<file path="config.mk">
export PLATFORM = sky130hd
export DESIGN_NAME = wdog_periph
export DESIGN_NICKNAME = d
export VERILOG_FILES = /design/src/rtl/wdog_pkg.sv /design/src/rtl/wdog_tickgen.sv /design/src/rtl/wdog_core.sv /design/src/rtl/wdog_regs.sv /design/src/rtl/wdog_periph.sv
export SDC_FILE = /design/constraint.sdc
export NUM_CORES = 1
export LEC_CHECK = 0
export BUFFER_PORTS_ARGS = -buffer_cell sky130_fd_sc_hd__buf_2
export CAP_MARGIN = 10
export CORE_ASPECT_RATIO = 0.6
export CORE_MARGIN = 5
export CORE_UTILIZATION = 60
export CTS_BUF_LIST = sky130_fd_sc_hd__clkbuf_4 sky130_fd_sc_hd__clkbuf_8
export DETAILED_ROUTE_END_ITERATION = 12
export GPL_ROUTABILITY_DRIVEN = 0
export PLACE_DENSITY = 0.84
export SLEW_MARGIN = 0
export SYNTH_ARGS = -nofsm -noshare
export SYNTH_HDL_FRONTEND = slang
export SYNTH_SLANG_ARGS = --single-unit
</file>
<file path="constraint.sdc">
create_clock -name clk -period 5.6 [get_ports clk]
set_input_delay 1.12 -clock clk [delete_from_list [all_inputs] [get_ports clk]]
set_output_delay 1.12 -clock clk [all_outputs]
set_load 0.01 [all_outputs]
</file>
<file path="src/rtl/wdog_pkg.sv">
package wdog_pkg;
  localparam int CNT_W   = 16;
  localparam int PRE_W   = 8;
  localparam int SEL_W   = 2;
  localparam int ADDR_W  = 4;
  localparam int DATA_W  = 32;

  localparam logic [ADDR_W-1:0] OFS_CTRL = 4'h0;
  localparam logic [ADDR_W-1:0] OFS_LOAD = 4'h4;
  localparam logic [ADDR_W-1:0] OFS_CNT  = 4'h8;
  localparam logic [ADDR_W-1:0] OFS_ACK  = 4'hC;

  localparam int BIT_RST = 0;
  localparam int BIT_IRQ = 2;
  localparam int BIT_SEL = 3;
  localparam int BIT_EN  = 5;
  localparam int BIT_PRE = 8;

  typedef struct packed {
    logic [PRE_W-1:0] pre;
    logic [SEL_W-1:0] sel;
    logic             en;
    logic             irq_en;
    logic             rst_en;
  } ctrl_t;
endpackage

</file>
<file path="src/rtl/wdog_tickgen.sv">
module wdog_tickgen #(
  parameter int PRE_W     = 8,
  parameter int SEL_W     = 2,
  parameter int BASE_LOG2 = 4
) (
  input  logic             clk,
  input  logic             rst,
  input  logic             en,
  input  logic [PRE_W-1:0] pre_val,
  input  logic [SEL_W-1:0] sel,
  output logic             tick
);
  localparam int NSEL  = 1 << SEL_W;
  localparam int DIV_W = BASE_LOG2 + NSEL - 1;

  logic [PRE_W-1:0] pre_cnt;
  logic [DIV_W-1:0] div_cnt;
  logic [DIV_W-1:0] div_last;
  logic             pre_wrap, div_wrap;

  always_comb begin
    div_last = '0;
    for (int i = 0; i < NSEL; i++)
      if (sel == SEL_W'(i)) div_last = DIV_W'((1 << (BASE_LOG2 + i)) - 1);
  end

  assign pre_wrap = (pre_cnt == pre_val);
  assign div_wrap = (div_cnt == div_last);

  always_ff @(posedge clk) begin
    if (rst || !en) begin
      pre_cnt <= '0;
      div_cnt <= '0;
      tick    <= 1'b0;
    end else begin
      tick <= pre_wrap && div_wrap;
      if (pre_wrap) begin
        pre_cnt <= '0;
        div_cnt <= div_wrap ? '0 : div_cnt + 1'b1;
      end else begin
        pre_cnt <= pre_cnt + 1'b1;
      end
    end
  end

  // a tick only follows a cycle in which the timer was enabled
  assert_tick_needs_en_R4: assert property (@(posedge clk) disable iff (rst)
    tick |-> $past(en));
endmodule

</file>
<file path="src/rtl/wdog_core.sv">
module wdog_core #(
  parameter int                 CNT_W      = 16,
  parameter int                 RST_CYCLES = 8,
  parameter logic [CNT_W-1:0]   RESET_CNT  = 16'h8000
) (
  input  logic             clk,
  input  logic             rst,
  input  logic             tick,
  input  logic             cnt_wr,
  input  logic [CNT_W-1:0] cnt_wdata,
  input  logic [CNT_W-1:0] reload,
  input  logic             en,
  input  logic             irq_en,
  input  logic             rst_en,
  input  logic             irq_clr,
  output logic [CNT_W-1:0] cnt,
  output logic             irq,
  output logic             rst_req
);
  localparam int RC_W = $clog2(RST_CYCLES + 1);

  logic [RC_W-1:0] rst_left;
  logic            expire;

  assign expire = tick && (cnt == '0) && !cnt_wr;

  always_ff @(posedge clk) begin
    if (rst) begin
      cnt      <= RESET_CNT;
      irq      <= 1'b0;
      rst_left <= '0;
      rst_req  <= 1'b0;
    end else begin
      if (cnt_wr)    cnt <= cnt_wdata;
      else if (tick) cnt <= (cnt == '0) ? reload : cnt - 1'b1;

      if (expire && irq_en) irq <= 1'b1;
      else if (irq_clr)     irq <= 1'b0;

      if (expire && rst_en) begin
        rst_left <= RC_W'(RST_CYCLES);
        rst_req  <= 1'b1;
      end else begin
        if (rst_left != '0) rst_left <= rst_left - 1'b1;
        rst_req <= (rst_left > RC_W'(1));
      end
    end
  end

  assert_hold_when_off_R3: assert property (@(posedge clk) disable iff (rst)
    (!en && !tick && !cnt_wr) |=> $stable(cnt));
  assert_step_down_R4: assert property (@(posedge clk) disable iff (rst)
    (tick && !cnt_wr && cnt != '0) |=> (cnt == $past(cnt) - 1'b1));
  assert_reload_at_zero_R6: assert property (@(posedge clk) disable iff (rst)
    (tick && !cnt_wr && cnt == '0) |=> (cnt == $past(reload)));
  assert_irq_sticky_R7: assert property (@(posedge clk) disable iff (rst)
    (irq && !irq_clr) |=> irq);
  assert_rst_from_expiry_R8: assert property (@(posedge clk) disable iff (rst)
    $rose(rst_req) |-> $past(expire && rst_en));
endmodule

</file>
<file path="src/rtl/wdog_regs.sv">
module wdog_regs
  import wdog_pkg::*;
#(
  parameter logic [CNT_W-1:0] RESET_LOAD = 16'h8000
) (
  input  logic              clk,
  input  logic              rst,
  input  logic              bus_wr,
  input  logic              bus_rd,
  input  logic [ADDR_W-1:0] bus_addr,
  input  logic [DATA_W-1:0] bus_wdata,
  input  logic [CNT_W-1:0]  cnt,
  output ctrl_t             ctrl,
  output logic [CNT_W-1:0]  reload,
  output logic              cnt_wr,
  output logic              irq_clr,
  output logic [DATA_W-1:0] bus_rdata
);
  logic [DATA_W-1:0] rd_mux;
  logic [DATA_W-1:0] ctrl_word;

  assign cnt_wr  = bus_wr && (bus_addr == OFS_CNT);
  assign irq_clr = bus_wr && (bus_addr == OFS_ACK) && bus_wdata[0];

  always_comb begin
    ctrl_word = '0;
    ctrl_word[BIT_RST]                 = ctrl.rst_en;
    ctrl_word[BIT_IRQ]                 = ctrl.irq_en;
    ctrl_word[BIT_SEL +: SEL_W]        = ctrl.sel;
    ctrl_word[BIT_EN]                  = ctrl.en;
    ctrl_word[BIT_PRE +: PRE_W]        = ctrl.pre;
  end

  always_comb begin
    case (bus_addr)
      OFS_CTRL: rd_mux = ctrl_word;
      OFS_LOAD: rd_mux = DATA_W'(reload);
      OFS_CNT:  rd_mux = DATA_W'(cnt);
      default:  rd_mux = '0;
    endcase
  end

  always_ff @(posedge clk) begin
    if (rst) begin
      ctrl.rst_en <= 1'b1;
      ctrl.irq_en <= 1'b0;
      ctrl.sel    <= '1;
      ctrl.en     <= 1'b1;
      ctrl.pre    <= PRE_W'(8'h80);
      reload      <= RESET_LOAD;
      bus_rdata   <= '0;
    end else begin
      if (bus_wr && bus_addr == OFS_CTRL) begin
        ctrl.rst_en <= bus_wdata[BIT_RST];
        ctrl.irq_en <= bus_wdata[BIT_IRQ];
        ctrl.sel    <= bus_wdata[BIT_SEL +: SEL_W];
        ctrl.en     <= bus_wdata[BIT_EN];
        ctrl.pre    <= bus_wdata[BIT_PRE +: PRE_W];
      end
      if (bus_wr && bus_addr == OFS_LOAD) reload <= bus_wdata[CNT_W-1:0];
      if (bus_rd) bus_rdata <= rd_mux;
    end
  end

  assert_ctrl_write_R2: assert property (@(posedge clk) disable iff (rst)
    (bus_wr && bus_addr == OFS_CTRL) |=> (ctrl.pre == $past(bus_wdata[BIT_PRE +: PRE_W])));
endmodule

</file>
<file path="src/rtl/wdog_periph.sv">
module wdog_periph
  import wdog_pkg::*;
#(
  parameter int RST_CYCLES = 8
) (
  input  logic              clk,
  input  logic              rst,
  input  logic              bus_wr,
  input  logic              bus_rd,
  input  logic [ADDR_W-1:0] bus_addr,
  input  logic [DATA_W-1:0] bus_wdata,
  output logic [DATA_W-1:0] bus_rdata,
  output logic              irq_o,
  output logic              rst_req_o
);
  ctrl_t            ctrl;
  logic [CNT_W-1:0] reload, cnt;
  logic             cnt_wr, irq_clr, tick;

  wdog_regs u_regs (
    .clk(clk), .rst(rst), .bus_wr(bus_wr), .bus_rd(bus_rd),
    .bus_addr(bus_addr), .bus_wdata(bus_wdata), .cnt(cnt),
    .ctrl(ctrl), .reload(reload), .cnt_wr(cnt_wr), .irq_clr(irq_clr),
    .bus_rdata(bus_rdata)
  );

  wdog_tickgen #(.PRE_W(PRE_W), .SEL_W(SEL_W), .BASE_LOG2(4)) u_tick (
    .clk(clk), .rst(rst), .en(ctrl.en), .pre_val(ctrl.pre),
    .sel(ctrl.sel), .tick(tick)
  );

  wdog_core #(.CNT_W(CNT_W), .RST_CYCLES(RST_CYCLES)) u_core (
    .clk(clk), .rst(rst), .tick(tick), .cnt_wr(cnt_wr),
    .cnt_wdata(bus_wdata[CNT_W-1:0]), .reload(reload), .en(ctrl.en),
    .irq_en(ctrl.irq_en), .rst_en(ctrl.rst_en), .irq_clr(irq_clr),
    .cnt(cnt), .irq(irq_o), .rst_req(rst_req_o)
  );
endmodule

</file>
# After elaboration in Yosys (flattened, before gate mapping)
# Index checks and enable logic that the tools add are counted.
# W data, S select, Z words.
[word_totals] regBits=99 word_cells=64 output_inout_bits=34 in_bits=40
[classes] magnitude_cmp=1 eq_ne=8 reduce_logical=22 add_sub_neg=4 mux=14
[ops] operator="$mux W16" count=3
[ops] operator="$pmux W16 S3" count=1
[ops] operator="$logic_not A16 Y1" count=1
[ops] operator="$sub A16 B1 Y16 const B" count=1
[ops] operator="$mux W7" count=2
[ops] operator="$mux W4" count=3
[ops] operator="$logic_and A1 B1 Y1" count=10
[ops] operator="$add A8 B1 Y8 const B" count=1
[ops] operator="$eq A4 B4 Y1 const B" count=2
[ops] operator="$eq A8 B8 Y1" count=1
[ops] operator="$add A7 B1 Y7 const B" count=1
[ops] operator="$eq A7 B7 Y1" count=1
[ops] operator="$mux W6" count=1
[ops] operator="$reduce_bool A2 Y1" count=3
[ops] operator="$mux W5" count=1
[ops] operator="$eq A2 B2 Y1 const B" count=2
[ops] operator="$eq A4 B3 Y1 const B" count=1
[ops] operator="$gt A4 B1 Y1 const B" count=1
[ops] operator="$logic_not A4 Y1" count=1
[ops] operator="$reduce_bool A4 Y1" count=1
[ops] operator="$reduce_or A2 Y1" count=2
[ops] operator="$sub A4 B1 Y4 const B" count=1
[ops] operator="$mux W1" count=3
[ops] operator="$eq A2 B1 Y1 const B" count=1
[ops] operator="3 further kinds" count=4

# Longest topological paths before layout
# Gate-level depths: netlist (run 1).
[depth] depth_word=7 mapped_depth=9 ltp_nobuf=7

# Hierarchy
# A second synthesis (run 1) with hierarchy kept.
[hier_totals] cells_unflattened=515 hier_area_um2=4538.1
[modules_own_cells] module="wdog_regs" instances=1 seq_area_each_um2=900.9 cells_per_inst=220 area_per_inst_um2=2128.3
[modules_own_cells] module="wdog_core" instances=1 seq_area_each_um2=440.4 cells_per_inst=193 area_per_inst_um2=1544.0
[modules_own_cells] module="wdog_tickgen" instances=1 seq_area_each_um2=320.3 cells_per_inst=102 area_per_inst_um2=865.8

# Worst setup path before layout (run 1)
# No wires, ideal clock.
[synth_timing] kind="input to register" start="input bus_addr[1]" end="register u_regs.reload[10]" arrival_ns=2.407 path_buffers=2 setup_time_ns=0.070 required_ns=5.530 setup_slack_ns=3.122 path_stages=6 cell_sequence="nor4b_2 -> and2_1 -> clkbuf_1 -> buf_2 -> nand2_1 -> a21oi_1"
[synth_via] elab_chain_len=2
[synth_rtl] item="start: declaration" line="wdog_periph.sv:10" source="input logic [ADDR_W-1:0] bus_addr,"
[synth_rtl] item="$eq A4 B3 Y1" line="wdog_regs.sv:60" source="if (bus_wr && bus_addr == OFS_LOAD) reload <= bus_wdata[CNT_W-1:0];"
[synth_rtl] item="$logic_and A1 B1 Y1" line="wdog_regs.sv:60"
[synth_rtl] item="end signal: assignment" line="wdog_regs.sv:60"
[synth_rtl] item="end: declaration" line="wdog_regs.sv:14" source="output logic [CNT_W-1:0] reload,"
# Every way passes these cells.
# A chain may end at the register's enable or synchronous reset.

# Final worst setup path (run 1)
[layout_timing] start="input bus_addr[1]" end="register u_core.rst_left[1]"
[layout_via] elab_chain_len=6
[layout_rtl] item="$eq A4 B4 Y1" line="wdog_regs.sv:22" source="assign cnt_wr = bus_wr && (bus_addr == OFS_CNT);"
[layout_rtl] item="$logic_and A1 B1 Y1" line="wdog_regs.sv:22"
[layout_rtl] item="$logic_not A1 Y1" line="wdog_core.sv:25" source="assign expire = tick && (cnt == '0) && !cnt_wr;"
[layout_rtl] item="$logic_and A1 B1 Y1" line="wdog_core.sv:25"
[layout_rtl] item="$logic_and A1 B1 Y1" line="wdog_core.sv:40" source="if (expire && rst_en) begin"
[layout_rtl] item="$reduce_or A2 Y1 (no line)"
[layout_rtl] item="end signal: assignment" line="wdog_core.sv:41" source="rst_left <= RC_W'(RST_CYCLES);"
[layout_rtl] item="end signal: assignment" line="wdog_core.sv:44" source="if (rst_left != '0) rst_left <= rst_left - 1'b1;"
[layout_rtl] item="end: declaration" line="wdog_core.sv:22" source="logic [RC_W-1:0] rst_left;"
# Every way passes these cells.

==> results.yml, run 1 <==
sta:
  fin_crit_ns: 3.45
  setup_viol: 0
  holdWs_ns: 0.466
  max_freq_mhz: 290
  hold_viol: 0
  max-slew-margin-rel: 0.280
  rsz0062_at_grt: "false"
  tightest_slew_ns: 1.08
  clock_skew_ns: 0.0102
  period_share: 0.616
  worst_slack_ns: 2.15
  slew_viol_final: 0
  fin_setup_tns_ns: 0
finish:
  n_fill_cell: 638
  drive_above_1_share: 0.127
  syn_to_final_growth_pct: 7.88
  diodes: 0
  final_cell_area_sq_um: 4710
  nNetsFinal: 617
  stdcell_count: 665
critical_path:
  critPathLaunchType: "input port"
  path_cells: "buf_2, nor4b_4, and2_1, nor3b_1, a31o_2, a211oi_1"
  path_max_fanout: 21
  critPathMaxStageDelay_ns: 0.94
  cp-end-kind: "register"
  cp_slowest_cell: "nor4b_4"
  worstPathRequired_ns: 5.89
  critPathKind: "in -> reg"
  arrival_ns: 3.74
logic_synthesis:
  synthAdderAreaFrac: 0.0229
  synth-seq-area-share: 0.380
  synth_top_family_by_area: "simple AND/OR/NAND/NOR gates"
  async_flop_share: 0
  yosys_warnings: 0
  netlist_instances: 550
  ys_seq_elements: 83
  synthMuxAreaShare: 0.00945
  synth_top_cell_by_area: "dfxtp_1"
  synth_xor_xnor_area_share: 0.0421
  ys_top_cells_by_count: "dfxtp_1 (83), nand2_1 (79), nor2_1 (68)"
  synth_simple_gate_area_frac: 0.284
  synth.most_common_cell: "dfxtp_1"
  synth_ff_type: "dfxtp_1"
  synth_compound_area_frac: 0.189
  yosysTopAreaCellShare: 0.380
  synthTopCellsByArea: "dfxtp_1 (38%), nand2_1 (6.8%), a21oi_1 (6.3%)"
  syn_avg_cell_area_sq_um: 7.94
  synth_area_sq_um: 4370
  synth_edf_count: 0
  synth.distinct_cells: 65
clock_tree:
  cts_resized: 0
  cts.clk_slew.worst_paths_ns: 0.08
  cts_hold_buf: 0
  clk_path_buf_depth: 2
  cts_sinks: 83
  cts_buffers: 9
  clkLatencyLatePin_ns: 0.37
  cts_tree: "built"
  cts_max_level: 3
  cts_root_buffer: "clkbuf_8"
  cts_setup_buffers: 0
global_routing:
  antenna_found_initial: 0
  grt.overflow.total: 0
  grt_pass1_wl_um: 19300
  grt.total_usage: 0.263
  grt_max_degree: 47
  grt_pass1_vias: 3937
route:
  drc: 0
  wl_um: 11600
  drt-initial-drc-count: 628
  drt-wirelength-per-cell_um: 17.5
  viasPerCell: 6.27
  drtAntennaViolNets: 0
  vias: 4170
  drtPass1Iterations: 6
placement:
  place_area_sq_um: 4500
  dpl_worst_slack_ns: 1.94
  hpwl_um: 8320
  portBuffers: 41
  dp.cells: 649
die:
  coreArea_sq_um: 7180
  fp.dieW_um: 120
  dieArea_sq_um: 9140
  initial_core_util: 0.609
  num_io_pins: 74
  rows: 24
  die_h_um: 76.1
pwr:
  p_per_area_nw_per_um2: 276
  ir_drop_uv: 230
  p_leak_nw: 1.76
worst_hold_path:
  hp-class: "reg -> reg"
status:
  status: "finished clean"
flow_run:
  max-cap-violations: 0
## critical path, delay by kind of cell
kind                   cells  cell delay [ns]
buffers and inverters      1             0.15
AND/OR/NAND/NOR            3             1.95
AO/OA/AOI/OAI              2             0.51
## final cells by class
| cell class | count | area, sq um | share of cell area |
|---|---|---|---|
| clock buffer | 9 | 124 | 0.0263 |
| inverter | 10 | 37.5 | 0.00796 |
| clock inverter | 7 | 92.6 | 0.0196 |
| timing repair buffer | 44 | 228 | 0.0483 |
| multi-input combinational | 421 | 2460 | 0.521 |
| sequential | 83 | 1660 | 0.353 |
| tap | 91 | 114 | 0.0242 |
## routing by layer
layer | up-vias | track usage | wire [um] | part of all wire
met5 | - | 0 | 0 | 0
met4 | 0 | 0.119 | 358 | 0.031
met3 | 36 | 0.0772 | 1360 | 0.12
met2 | 260 | 0.387 | 5030 | 0.43
met1 | 1904 | 0.355 | 4890 | 0.42
li1 | 1970 | - | - | -
## worst paths after layout
| check | from | endpoint | slack (ns) | cells past startpoint |
|---|---|---|---|---|
| worst min-delay path | u_core.irq$_SDFFE_PP0P_ | u_core.irq$_SDFFE_PP0P_ | 0.47 | 2 |
| worst max register to register | u_core.cnt[0]$_SDFFE_PP0P_ | u_core.cnt[8]$_SDFFE_PP0P_ | 3.01 | 7 |
| worst min register to register | u_core.irq$_SDFFE_PP0P_ | u_core.irq$_SDFFE_PP0P_ | 0.47 | 2 |
| worst max-delay path | bus_addr[1] | u_core.rst_left[1]$_SDFFE_PP0P_ | 2.15 | 6 |
## flip-flops by register name (all words and copies together) (netlist names)
register,flops
u_tick.div_cnt,7
u_regs.bus_rdata,16
u_core.cnt,16
u_tick.tick,1
u_core.rst_left,4
u_regs.ctrl,13
u_regs.reload,16
u_core.rst_req,1
u_tick.pre_cnt,8
u_core.irq,1
## per-stage QoR
step | utilization | power [W]
2_1_floorplan | - | 0.000791
3_3_place_gp | 0.627 | 0.000823
3_5_place_dp | 0.627 | 0.000835
4_1_cts | 0.657 | 0.00131
5_1_grt | 0.657 | 0.00136
6_report | 0.657 | 0.00130
## cells by family after synthesis
| logic type | Yosys count |
|---|---|
| buf+inv | 61 |
| fa+ha+maj | 8 |
| other cells | 1 |
| simple gates | 247 |
| xor+xnor | 21 |
| flops | 83 |
| compound gates | 125 |
| mux | 4 |
## cell usage in the layout (no fill, tap or decap), drive strengths merged, types with 9 or more instances in the layout
cell type and instances:
a222oi 13, inv 10, nand2 79, dfxtp 83, nor3 12, buf 44, nand3 23, nor2 69
xnor2 13, nand2b 9, conb 16, a21oi 55, clkbuf 9, o21ai 13
## where the power goes
part | switching [W] | total (W) | internal (W)
registers | 0.0000236 | 0.000638 | 0.000614
clock network | 0.000226 | 0.000475 | 0.000249
logic | 0.000111 | 0.000188 | 0.0000763
total | 0.000361 | 0.00130 | 0.000939
Note: power is estimated with default switching activity, not from simulation.
==> inputs of run 2 (changes only) <==
- ABC_AREA: not set -> 1
- CORE_UTILIZATION: 60 -> 59
- PLACE_DENSITY: 0.84 -> 0.82
- clock period: 5.6 -> 3.29 ns (I/O delays scaled with it)
==> run 2 against run 1 <==
  * Die area is 13% higher
  * Flip-flop and latch count stayed put
  * Count of clock-buffer cells in the layout stayed put
  * Global-route usage is 0.53 points lower
  * Cell area is 12% higher
  * Highest routed layer unchanged
  * Final cell count is 29% higher
  * Non-clock buffer count is 1 lower
  * Via count is 14% higher
  * Synthesized cell count is 29% higher
  * First-iteration DRC count is 39% lower
  * Register-to-register slack worse by 1.6 ns
  * Critical endpoint unchanged
==> results.yml, run 2 <==
logic_synthesis:
  async_flop_share: 0
  netlist_instances: 712
  syn_avg_cell_area_sq_um: 6.89
  synth.distinct_cells: 38
  yosysTopAreaCellShare: 0.339
  ys_top_cells_by_count: "nand2_1 (157), inv_1 (90), dfxtp_1 (83)"
  synth_ff_type: "dfxtp_1"
  synth_area_sq_um: 4910
  ys_seq_elements: 83
  synthTopCellsByArea: "dfxtp_1 (34%), nand2_1 (12%), inv_1 (6.9%)"
  synth_edf_count: 0
  synth_top_cell_by_area: "dfxtp_1"
  synth-seq-area-share: 0.339
  yosys_warnings: 0
  synth.most_common_cell: "nand2_1"
pwr:
  switchingPower_w: 0.000668
  p_per_area_nw_per_um2: 432
  clkPwrFrac: 0.367
  seqPwrFrac: 0.472
  p_comb_frac: 0.161
  cell_internal_pwr_w: 0.00160
  ir_drop_uv: 256
  p_sw_frac: 0.295
  p_leak_nw: 2.33
placement:
  dpl_worst_slack_ns: 1.23
  dp.cells: 840
  hpwl_um: 9210
  place_area_sq_um: 5030
  portBuffers: 41
critical_path:
  r2r_slack_ns: 1.42
  path_cells: "inv_1, ha_1, nand3_2, nor2_4, nand2_4, nor2_4, nand2_2, nand2_2, a21oi_1"
  cp-end-kind: "register"
  critPathLaunchType: "register"
  critPathKind: "reg -> reg"
  critPathMaxStageDelay_ns: 0.34
  rr_worst_depth: 9
  path_max_fanout: 12
  cp_num_buf_inv: 1
  arrival_ns: 2.13
  r2r-end: "u_core.rst_left[1]$_SDFFE_PP0P_"
  cp_slowest_cell: "dfxtp_1"
  crit_family: "simple AND/OR/NAND/NOR gates"
  worstPathRequired_ns: 3.55
  r2r-start: "u_core.cnt[1]$_SDFFE_PP0P_"
die:
  die_h_um: 80.7
  coreArea_sq_um: 7980
  dieArea_sq_um: 10300
  fp.dieW_um: 128
  num_io_pins: 74
  rows: 25
  initial_core_util: 0.615
clock_tree:
  cts_hold_buf: 0
  cts_sinks: 83
  cts_setup_buffers: 0
  cts_root_buffer: "clkbuf_8"
  cts_buffers: 9
  clk_path_buf_depth: 2
  cts.clk_slew.worst_paths_ns: 0.09
  cts_tree: "built"
  cts_max_level: 3
  cts_resized: 0
  clkLatencyLatePin_ns: 0.37
global_routing:
  grt.total_usage: 0.258
  antenna_found_initial: 0
  grt.overflow.total: 0
  grt_pass1_vias: 4377
  grt_pass1_wl_um: 21100
  grt_max_degree: 38
sta:
  fin_setup_tns_ns: 0
  slew_viol_final: 0
  fin_crit_ns: 1.87
  worst_slack_ns: 1.42
  period_share: 0.569
  max_freq_mhz: 534
  rsz0062_at_grt: "false"
  setup_viol: 0
  tightest_slew_ns: 0.512
  max-slew-margin-rel: 0.659
  clock_skew_ns: 0.0113
  hold_viol: 0
finish:
  nNetsFinal: 791
  final_cell_mix: "nand2_1 (157), inv_1 (90), dfxtp_1 (83)"
  diodes: 0
  drive_above_1_share: 0.150
  utilization: 0.659
  final_common_cell: "nand2_1"
  stdcell_count: 856
  final_cell_area_sq_um: 5260
  top_regs: "u_core.cnt (16), u_regs.bus_rdata (16), u_regs.reload (16)"
  syn_to_final_growth_pct: 7.11
route:
  drtPass1Iterations: 5
  vias: 4752
  drt-wirelength-per-cell_um: 15.0
  viasPerCell: 5.55
  drc: 0
  wl_um: 12900
  drtAntennaViolNets: 0
  drt-initial-drc-count: 382
worst_hold_path:
  hold-path-endpoint: "u_core.irq$_SDFFE_PP0P_"
  min-delay-start: "u_regs.ctrl[1]$_SDFFE_PP0P_"
  hp-class: "reg -> reg"
  min_path_cells: 2
status:
  status: "finished clean"
flow_run:
  max-cap-violations: 0
run 2: cell types whose count changed in the layout (fill, tap and decap cells not counted), sizes merged, moves of 9 or more:
cell    previous run  this run
a21oi             55        68
nand2b             9         0
nor3              12         2
nand2             79       168
o21ai             13        66
a222oi            13         0
nand3             23        69
inv               10        99
run 2: logic make-up after synthesis:
group | Yosys count | synth area share
AO/OA/AOI/OAI | 149 | 0.165
XOR/XNOR | 12 | 0.0214
adder cells (fa/ha/maj) | 8 | 0.0204
buffers and inverters | 135 | 0.134
flip-flops | 83 | 0.339
other | 1 | 0.000764
AND/OR/NAND/NOR | 324 | 0.320
run 2: final cells by class:
cell class	count	area [sq um]
clock buffer	9	124
clock inverter	7	98.8
fill	710	2720
inverter	97	372
multi-input combinational	509	2650
sequential	83	1660
tap	108	135
timing repair buffer	43	220
run 2: power groups by stage:
stage	combinational, W	clock (W)	sequential (W)
floorplan	0.000281	0	0.00109
global placement	0.000334	0	0.00109
detailed placement	0.000356	0	0.00109
CTS	0.000359	0.000844	0.00107
global route	0.000401	0.000901	0.00108
finish	0.000365	0.000834	0.00107
run 2: layer usage:
metal	vias up	part of all wire	wire, um	global-route usage
li1	2321	-	-	-
met4	0	0.018	236	0.0837
met3	26	0.11	1380	0.0591
met2	240	0.43	5460	0.386
met1	2165	0.45	5780	0.364
met5	-	0	0	0
run 2: through the flow:
step	hold slack, ns	total power, W
2_1_floorplan	0.439	0.00137
3_3_place_gp	0.452	0.00143
5_1_grt	0.494	0.00238
6_report	0.470	0.00227
3_5_place_dp	0.454	0.00145
4_1_cts	0.467	0.00227
run 2: worst max-delay path by stage:
stage	start	to	slack [ns]	cells after the start
after floorplan	bus_wr	u_regs.ctrl[0]$_SDFFE_PP1P_	1.71	7
after global placement	bus_addr[1]	u_regs.ctrl[9]$_SDFFE_PP0P_	1.27	7
after detailed placement	bus_addr[1]	u_regs.reload[2]$_SDFFE_PP0P_	1.23	7
after CTS	u_core.cnt[0]$_SDFFE_PP0P_	u_core.rst_left[0]$_SDFFE_PP0P_	1.46	9
after global routing	u_core.cnt[0]$_SDFFE_PP0P_	u_core.rst_left[0]$_SDFFE_PP0P_	1.32	9
final	u_core.cnt[1]$_SDFFE_PP0P_	u_core.rst_left[1]$_SDFFE_PP0P_	1.42	9
run 2: worst reg2reg max path: cells and delay by family, from the launching register on:
kind                       cells  cell delay, ns
and+or+nand+nor                6            0.97
DFF                            1            0.34
adders and majority gates      1            0.26
buffers and inverters          1            0.15
AOI/OAI and AO/OA              1            0.05
